### src/rtl/pcs_pkg.sv
package pcs_pkg;
  localparam int unsigned PCS_ADDR_W = 12;
  localparam int unsigned PCS_WORD_W = 32;
  localparam int unsigned PCS_PC_W   = 64;

  localparam logic [PCS_ADDR_W-1:0] OFS_LO   = 12'h0A0;
  localparam logic [PCS_ADDR_W-1:0] OFS_CTX  = 12'h0A4;
  localparam logic [PCS_ADDR_W-1:0] OFS_VCTX = 12'h0A8;
  localparam logic [PCS_ADDR_W-1:0] OFS_HI   = 12'h0AC;

  typedef struct packed {
    logic [PCS_PC_W-1:0]   addr;
    logic                  hv;
    logic                  ns;
    logic [1:0]            el;
    logic [PCS_WORD_W-1:0] ctx;
    logic [PCS_WORD_W-1:0] vctx;
  } pcs_sample_t;
endpackage

### src/rtl/pcs_live.sv
module pcs_live
  import pcs_pkg::*;
(
  input  logic        clk,
  input  logic        rst_n,
  input  logic        smp_valid,
  input  pcs_sample_t smp_in,
  input  logic        branch_retired,
  output pcs_sample_t live,
  output logic        live_ok
);
  logic have_smp;
  logic have_br;

  always_ff @(posedge clk) begin
    if (!rst_n) begin
      live     <= '0;
      have_smp <= 1'b0;
      have_br  <= 1'b0;
    end else begin
      if (smp_valid) begin
        live     <= smp_in;
        have_smp <= 1'b1;
      end
      if (branch_retired) have_br <= 1'b1;
    end
  end

  assign live_ok = have_smp && have_br;

  AST_OK_STICKY: assert property (@(posedge clk) disable iff (!rst_n)
    live_ok |=> live_ok);
endmodule

### src/rtl/pcs_fmt.sv
module pcs_fmt
  import pcs_pkg::*;
(
  input  pcs_sample_t           smp,
  input  logic                  alt_fmt,
  output logic [PCS_WORD_W-1:0] hi_word
);
  localparam int unsigned ALT_ADDR_W = 24;
  localparam int unsigned RSV_W      = PCS_WORD_W - ALT_ADDR_W - 3;

  always_comb begin
    if (alt_fmt) begin
      hi_word = {smp.ns, smp.el, {RSV_W{1'b0}},
                 smp.addr[PCS_WORD_W +: ALT_ADDR_W]};
    end else if (smp.hv) begin
      hi_word = smp.addr[PCS_PC_W-1:PCS_WORD_W];
    end else begin
      hi_word = '0;
    end
  end
endmodule

### src/rtl/pcs_regif.sv
module pcs_regif
  import pcs_pkg::*;
(
  input  logic                  clk,
  input  logic                  rst_n,
  input  pcs_sample_t           live,
  input  logic                  live_ok,
  input  logic [PCS_WORD_W-1:0] hi_fmt,
  input  logic                  sw_lock,
  input  logic                  req_valid,
  output logic                  req_ready,
  input  logic                  req_write,
  input  logic [PCS_ADDR_W-1:0] req_addr,
  output logic                  rsp_valid,
  input  logic                  rsp_ready,
  output logic [PCS_WORD_W-1:0] rsp_rdata
);
  logic [PCS_WORD_W-1:0] held_hi, held_ctx, held_vctx;
  logic [PCS_WORD_W-1:0] rd_mux;
  logic fire, rd_lo;

  assign req_ready = !rsp_valid || rsp_ready;
  assign fire      = req_valid && req_ready;
  assign rd_lo     = !req_write && (req_addr == OFS_LO);

  always_comb begin
    rd_mux = '0;
    if (!req_write) begin
      unique case (req_addr)
        OFS_LO:   rd_mux = live_ok ? live.addr[PCS_WORD_W-1:0] : '1;
        OFS_HI:   rd_mux = held_hi;
        OFS_CTX:  rd_mux = held_ctx;
        OFS_VCTX: rd_mux = held_vctx;
        default:  rd_mux = '0;
      endcase
    end
  end

  always_ff @(posedge clk) begin
    if (!rst_n) begin
      held_hi   <= '0;
      held_ctx  <= '0;
      held_vctx <= '0;
      rsp_valid <= 1'b0;
      rsp_rdata <= '0;
    end else begin
      if (fire) begin
        rsp_valid <= 1'b1;
        rsp_rdata <= rd_mux;
      end else if (rsp_ready) begin
        rsp_valid <= 1'b0;
      end
      if (fire && rd_lo && !sw_lock) begin
        if (live_ok) begin
          held_hi   <= hi_fmt;
          held_ctx  <= live.ctx;
          held_vctx <= live.vctx;
        end else begin
          held_hi   <= '1;
          held_ctx  <= '1;
          held_vctx <= '1;
        end
      end
    end
  end

  AST_NOSMP_ONES: assert property (@(posedge clk) disable iff (!rst_n)
    (fire && rd_lo && !live_ok) |=> (rsp_rdata == '1));
  AST_LOCK_HOLD: assert property (@(posedge clk) disable iff (!rst_n)
    (fire && sw_lock) |=> ($stable(held_hi) && $stable(held_ctx) && $stable(held_vctx)));
  AST_NONLO_HOLD: assert property (@(posedge clk) disable iff (!rst_n)
    (fire && !rd_lo) |=> ($stable(held_hi) && $stable(held_ctx) && $stable(held_vctx)));
  AST_RSP_STALL: assert property (@(posedge clk) disable iff (!rst_n)
    (rsp_valid && !rsp_ready) |=> (rsp_valid && $stable(rsp_rdata)));
  AST_LO_DATA: assert property (@(posedge clk) disable iff (!rst_n)
    (fire && rd_lo && live_ok) |=> (rsp_rdata == $past(live.addr[PCS_WORD_W-1:0])));
endmodule

### src/rtl/pcs_profiler.sv
module pcs_profiler
  import pcs_pkg::*;
(
  input  logic                  clk,
  input  logic                  rst_n,
  input  logic                  smp_valid,
  input  logic [PCS_PC_W-1:0]   smp_addr,
  input  logic                  smp_hv,
  input  logic                  smp_ns,
  input  logic [1:0]            smp_el,
  input  logic [PCS_WORD_W-1:0] smp_ctx,
  input  logic [PCS_WORD_W-1:0] smp_vctx,
  input  logic                  branch_retired,
  input  logic                  alt_fmt,
  input  logic                  sw_lock,
  input  logic                  req_valid,
  output logic                  req_ready,
  input  logic                  req_write,
  input  logic [PCS_ADDR_W-1:0] req_addr,
  output logic                  rsp_valid,
  input  logic                  rsp_ready,
  output logic [PCS_WORD_W-1:0] rsp_rdata
);
  pcs_sample_t           smp_in, live;
  logic                  live_ok;
  logic [PCS_WORD_W-1:0] hi_fmt;

  always_comb begin
    smp_in.addr = smp_addr;
    smp_in.hv   = smp_hv;
    smp_in.ns   = smp_ns;
    smp_in.el   = smp_el;
    smp_in.ctx  = smp_ctx;
    smp_in.vctx = smp_vctx;
  end

  pcs_live u_live (
    .clk(clk), .rst_n(rst_n), .smp_valid(smp_valid), .smp_in(smp_in),
    .branch_retired(branch_retired), .live(live), .live_ok(live_ok)
  );

  pcs_fmt u_fmt (.smp(live), .alt_fmt(alt_fmt), .hi_word(hi_fmt));

  pcs_regif u_regif (
    .clk(clk), .rst_n(rst_n), .live(live), .live_ok(live_ok), .hi_fmt(hi_fmt),
    .sw_lock(sw_lock), .req_valid(req_valid), .req_ready(req_ready),
    .req_write(req_write), .req_addr(req_addr), .rsp_valid(rsp_valid),
    .rsp_ready(rsp_ready), .rsp_rdata(rsp_rdata)
  );
endmodule

### config.mk
export PLATFORM = sky130hd
export DESIGN_NAME = pcs_profiler
export DESIGN_NICKNAME = d
export VERILOG_FILES = /design/src/rtl/pcs_pkg.sv /design/src/rtl/pcs_live.sv /design/src/rtl/pcs_fmt.sv /design/src/rtl/pcs_regif.sv /design/src/rtl/pcs_profiler.sv
export SDC_FILE = /design/constraint.sdc
export NUM_CORES = 1
export LEC_CHECK = 0
export BUFFER_PORTS_ARGS = -buffer_cell sky130_fd_sc_hd__buf_2
export CORE_MARGIN = 2
export CORE_UTILIZATION = 56
export DETAILED_ROUTE_END_ITERATION = 10
export PLACE_DENSITY = 0.78
export SETUP_SLACK_MARGIN = 0.05
export SLEW_MARGIN = 20
export SYNTH_ARGS = -nofsm -noshare
export SYNTH_HDL_FRONTEND = slang
export SYNTH_SLANG_ARGS = --single-unit
### constraint.sdc
create_clock -name clk -period 1.75 [get_ports clk]
set_input_delay 0 -clock clk [delete_from_list [all_inputs] [get_ports clk]]
set_output_delay 0 -clock clk [all_outputs]
set_load 0.02 [all_outputs]
**Word-level counts from Yosys, hierarchy flattened**

Index checks and enable logic that the tools add are counted.

- Multiplexer cells: 10
- Reductions and logical operators: 10
- Eq/ne operators: 4

Operator list:

| operator | count |
|---|---|
| $mux 32 | 7 |
| $pmux 32 s4 | 1 |
| $eq 12x8->1 const B | 4 |
| $logic_and 1x1->1 | 5 |
| $logic_not 1->1 | 3 |
| $mux 1 | 2 |
| $reduce_bool 2->1 | 1 |
| $logic_or 1x1->1 | 1 |

- Output and inout bits: 34
- Input port bits: 153
- Register bits after elaboration: 263
- Logic and storage cells: 37

**Longest topological paths before layout**

- Depth after elaboration: 5
- Mapped depth: 7

**Cells and area by module**

Synthesis repeated with hierarchy kept, for this count alone.

- Cells, all modules: 1069
- Area, all modules: 11325.9 um^2

Modules (own cells, without submodules):

| module | cells an instance | times used | sequential area each (um^2) | area each (um^2) |
|---|---|---|---|---|
| pcs_regif | 599 | 1 | 2582.5 | 6040.8 |
| pcs_live | 430 | 1 | 2682.6 | 5047.3 |
| pcs_fmt | 40 | 1 | 0.0 | 237.7 |

**Worst setup path before layout**

Ideal clock, no wire load.

- Path type: reg2reg
- Start point: register u_regif.rsp_valid
- End point: register u_regif.rsp_rdata[10]
- Period minus slack after synthesis: 1742 ps
- Path buffers: 3
- Required time: 1633 ps
- Setup time: 117 ps
- Data arrival time: 1625 ps
- Stages on the path, launching flop included: 8
- Slack: 8 ps
- Path through: dfxtp_1 nand2b_1 and3_1 buf_2 and3_1 buf_2 buf_4 a22o_1

- Longest elaborated chain between the ends: 3

Ends and longest elaborated chain:

| element | RTL line | text |
|---|---|---|
| start: declaration | pcs_regif.sv:14 | `output logic rsp_valid,` |
| start signal: assignment | pcs_regif.sv:44 | `rsp_valid <= 1'b0;` |
| start signal: assignment | pcs_regif.sv:48 | `rsp_valid <= 1'b1;` |
| start signal: assignment | pcs_regif.sv:51 | `rsp_valid <= 1'b0;` |
| $logic_not 1->1 | pcs_regif.sv:22 | `assign req_ready = !rsp_valid \|\| rsp_ready;` |
| $logic_or 1x1->1 | pcs_regif.sv:22 |  |
| net req_ready | pcs_profiler.sv:17 | `output logic req_ready,` |
| $logic_and 1x1->1 | pcs_regif.sv:23 | `assign fire = req_valid && req_ready;` |
| end signal: assignment | pcs_regif.sv:49 | `rsp_rdata <= rd_mux;` |
| end: declaration | pcs_regif.sv:16 | `output logic [PCS_WORD_W-1:0] rsp_rdata` |

The timed path passes the listed nets, and every way through them passes these cells.
A chain may end at the register's enable or synchronous reset.

**Final worst setup path**

- Start point: register u_live.have_smp
- End point: register u_regif.rsp_rdata[4]

- Longest elaborated chain between the ends: 4

Ends and longest elaborated chain:

| element | RTL line | text |
|---|---|---|
| start: declaration | pcs_live.sv:12 | `logic have_smp;` |
| start signal: assignment | pcs_live.sv:18 | `have_smp <= 1'b0;` |
| start signal: assignment | pcs_live.sv:23 | `have_smp <= 1'b1;` |
| $logic_and 1x1->1 | pcs_live.sv:29 | `assign live_ok = have_smp && have_br;` |
| $mux 32 | pcs_regif.sv:30 | `OFS_LO: rd_mux = live_ok ? live.addr[PCS_WORD_W-1:0] : '1;` |
| $pmux 32 s4 | pcs_regif.sv:29 | `unique case (req_addr)` |
| $mux 32 | pcs_regif.sv:28 | `if (!req_write) begin` |

Every way passes these cells.

==> out/qor.yml <==
logic_synthesis:
  ys_seq_elements: 263
  synth_edf_count: 0
  synth_cells: 1038
  syn_area_um2: 11000
  synth_warnings: 0
  synth_area_leaders: "dfxtp_1 48%, mux2i_1 12%, nor2b_1 7.6%"
  async_flop_share: 0
  syn_avg_cell_area_um2: 10.6
  post-synth-top-area-cell: "dfxtp_1"
  synth_top_area_share: 0.480
  seq_area_frac_synth: 0.480
  synth.distinct_cells: 31
  ys.flop_type: "dfxtp_1"
  syn_nets: 1191
placed_design:
  io_buffers: 186
  dpl.hpwl_um: 17000
  placedCellCount: 1413
  dpl-instance-area_um2: 12200
  gp_congestion: 0.824
hold_path:
  hold_path_end: "u_regif.held_vctx[31]"
  hp-class: "in2reg"
  min_path_cells: 4
  hp-start: "req_addr[2]"
clock_tree:
  htreeDepth: 1
  cts_setup_buffers: 0
  path_clk_slew_ns: 0.06
  cts_sinks: 263
  cts_tree: "done"
  cts_buffers: 27
  clk_path_buf_depth: 3
  root_buffer: "clkbuf_16"
  clk_latency_ns: 0.52
pwr:
  p_comb_frac: 0.111
  ir_worst_vdd_mv: 0.631
  switching_share: 0.229
  p_leak_nw: 6.33
  finalPower_mw: 13.3
  seq_power_share: 0.472
  p_int_mw: 10.3
  power.switching_mw: 3.06
  p_per_area_nw_per_um2: 887
  clock_power_share: 0.418
worst_setup_path:
  critical_path.max_stage_delay_ns: 0.48
  critPathLaunchType: "register"
  reg2reg_depth: 5
  cp.required_ns: 2.15
  worst_path_max_delay_cell: "mux4_2"
  ff2ff_setup_slack_ns: 0.02
  cp.arrival_ns: 2.13
  reg2reg_to: "u_regif.rsp_rdata[4]"
  cp_max_fo: 5
  worst-setup-path-type: "reg2reg"
  endpoint_kind: "register"
  timing.rr.start: "u_live.have_smp"
  path_cells: "nand2_4 > buf_12 > or2_2 > mux4_2 > a22o_1"
timing:
  finalSetupViolCount: 0
  rsz0062_at_grt: "yes"
  fin_crit_sh: 0.986
  worstMarginPinSlew_ns: 0.669
  whs_ns: 0.00706
  skew_ns: 0.00956
  fmax_ghz: 0.580
  layout_min_cycle_time_ns: 1.73
  drv_slew: 0
  finalHoldViolCount: 0
  setup_tns_ns: 0
  slew_headroom: 0.554
finish:
  stdcell_count: 1648
  multi_input_area_um2: 5040
  nets: 1517
  regArea_um2: 5270
  drive_above_1_share: 0.229
  design_area_um2: 15000
  nFillCells: 1169
  n_antenna_cell: 0
  areaGrowthSynthToFinish_pct: 37.1
routing:
  drt-total-wl_um: 32000
  drcViolationCount: 0
  firstDrtPassIters: 5
  first_iter_violations: 639
  wl_per_cell_um: 19.4
  postRouteAntennaNets: 0
  vias: 9456
  avgViaCountPerCell: 5.74
floorplan:
  placementRows: 51
  io_pins: 187
  die_area_um2: 20700
  die_y_um: 144
  die-width_um: 144
  start_util: 0.567
  core_um2: 19300
global_routing:
  antenna_found_initial: 0
  grt_overflow: 0
  grt_pass1_wl_um: 48500
  grt_pass1_vias: 9363
  grtUsageTotal: 0.294
  grt_max_degree: 108
flow_run:
  drv_cap: 0
run_status:
  status: "finished, final reports clean"
## power by group through the flow
stage          Combinational [mW]  Sequential, mW  Clock (mW)
2_1_floorplan               0.679            6.37           0
3_3_place_gp                 1.01            6.41           0
3_5_place_dp                 1.03            6.41           0
4_1_cts                      1.37            6.28        5.62
5_1_grt                      1.58            6.31        5.87
6_report                     1.48            6.29        5.58
## worst max-delay path by stage
| stage | from | end | slack, ns | cells past startpoint |
|---|---|---|---|---|
| CTS | u_live.have_br | u_regif.rsp_rdata[4] | 0.06 | 5 |
| global placement | u_live.have_br | u_regif.rsp_rdata[30] | 0.11 | 5 |
| floorplan | u_regif.rsp_valid | u_regif.rsp_rdata[21] | 0.11 | 7 |
| detailed placement | u_live.have_br | u_regif.rsp_rdata[30] | 0.08 | 5 |
| finish | u_live.have_smp | u_regif.rsp_rdata[4] | 0.02 | 5 |
| global route | u_live.have_br | u_regif.rsp_rdata[19] | -0.02 | 5 |
## cells in the mapped netlist, types with 2 or more instances
| library cell | number |
|---|---|
| a32oi_1 | 91 |
| or2_0 | 18 |
| buf_4 | 19 |
| inv_1 | 64 |
| mux2i_1 | 132 |
| clkbuf_1 | 49 |
| dfxtp_1 | 263 |
| o21ai_0 | 3 |
| buf_2 | 31 |
| and3_1 | 4 |
| mux4_2 | 32 |
| nor2b_1 | 133 |
| nor3_1 | 2 |
| nand2_1 | 36 |
| a21oi_1 | 91 |
| o221a_2 | 3 |
| buf_1 | 4 |
| or2_2 | 15 |
| o21a_1 | 4 |
| a32o_1 | 2 |
| a22o_1 | 32 |
## worst max-delay path: cells and delay by family (launching register included)
kind	cells	cell delay [ns]
AND/OR/NAND/NOR	2	0.39
buffers and inverters	1	0.17
AO/OA/AOI/OAI	1	0.20
flip-flops	1	0.35
multiplexers	1	0.48
## per-stage QoR
stage | utilization | setup WS [ns]
2_1_floorplan | - | 0.110
3_3_place_gp | 0.631 | 0.115
3_5_place_dp | 0.631 | 0.0814
4_1_cts | 0.770 | 0.0595
5_1_grt | 0.778 | -0.0158
6_report | 0.778 | 0.0250
## flip-flops by register name, summed over array words and instances, names as in the netlist
name               flops
u_live.live          132
u_live.have_smp        1
u_regif.held_hi       32
u_regif.held_ctx      32
u_regif.held_vctx     32
u_regif.rsp_rdata     32
u_live.have_br         1
u_regif.rsp_valid      1
## layout by cell type (no fill, tap or decap), drive strengths merged, types with 2 or more instances in the layout
cell           n
a21boi         2
a21oi         91
a22o          32
a32o           2
a32oi         91
and3           4
buf          213
clkbuf        48
clkinv         3
dfxtp        263
dlygate4sd3  183
inv           64
mux2i        132
mux4          32
nand2         36
nor2b        133
nor3           2
o21a           4
o21ai          3
o221a          3
or2           33
## cells by family after synthesis
family / share of synthesized area
buf+inv: 0.0672
mux: 0.186
simple gates: 0.117
flops: 0.480
compound gates: 0.150
## layer usage
| metal | global-route usage | vias up | wire (µm) |
|---|---|---|---|
| met5 | 0 | - | 0 |
| met4 | 0.129 | 0 | 1380 |
| met3 | 0.0603 | 108 | 2440 |
| met2 | 0.485 | 448 | 15200 |
| met1 | 0.376 | 4539 | 12900 |
| li1 | - | 4361 | - |
## repair_timing
action                                 CTS  global route
hold buffers                           183             0
endpoints found under the hold margin  145             0
resized for setup                        0            17
setup endpoints to repair                0            95
## final cells by class
| cell class | instances | share of cell area |
|---|---|---|
| well taps | 265 | 0.0220 |
| repair buffers | 400 | 0.220 |
| flip-flops and latches | 263 | 0.350 |
| clock inverters | 4 | 0.00300 |
| inverters | 64 | 0.0160 |
| clock buffers | 44 | 0.0538 |
| multi-input cells | 608 | 0.335 |
(Power assumes the default switching activity.)
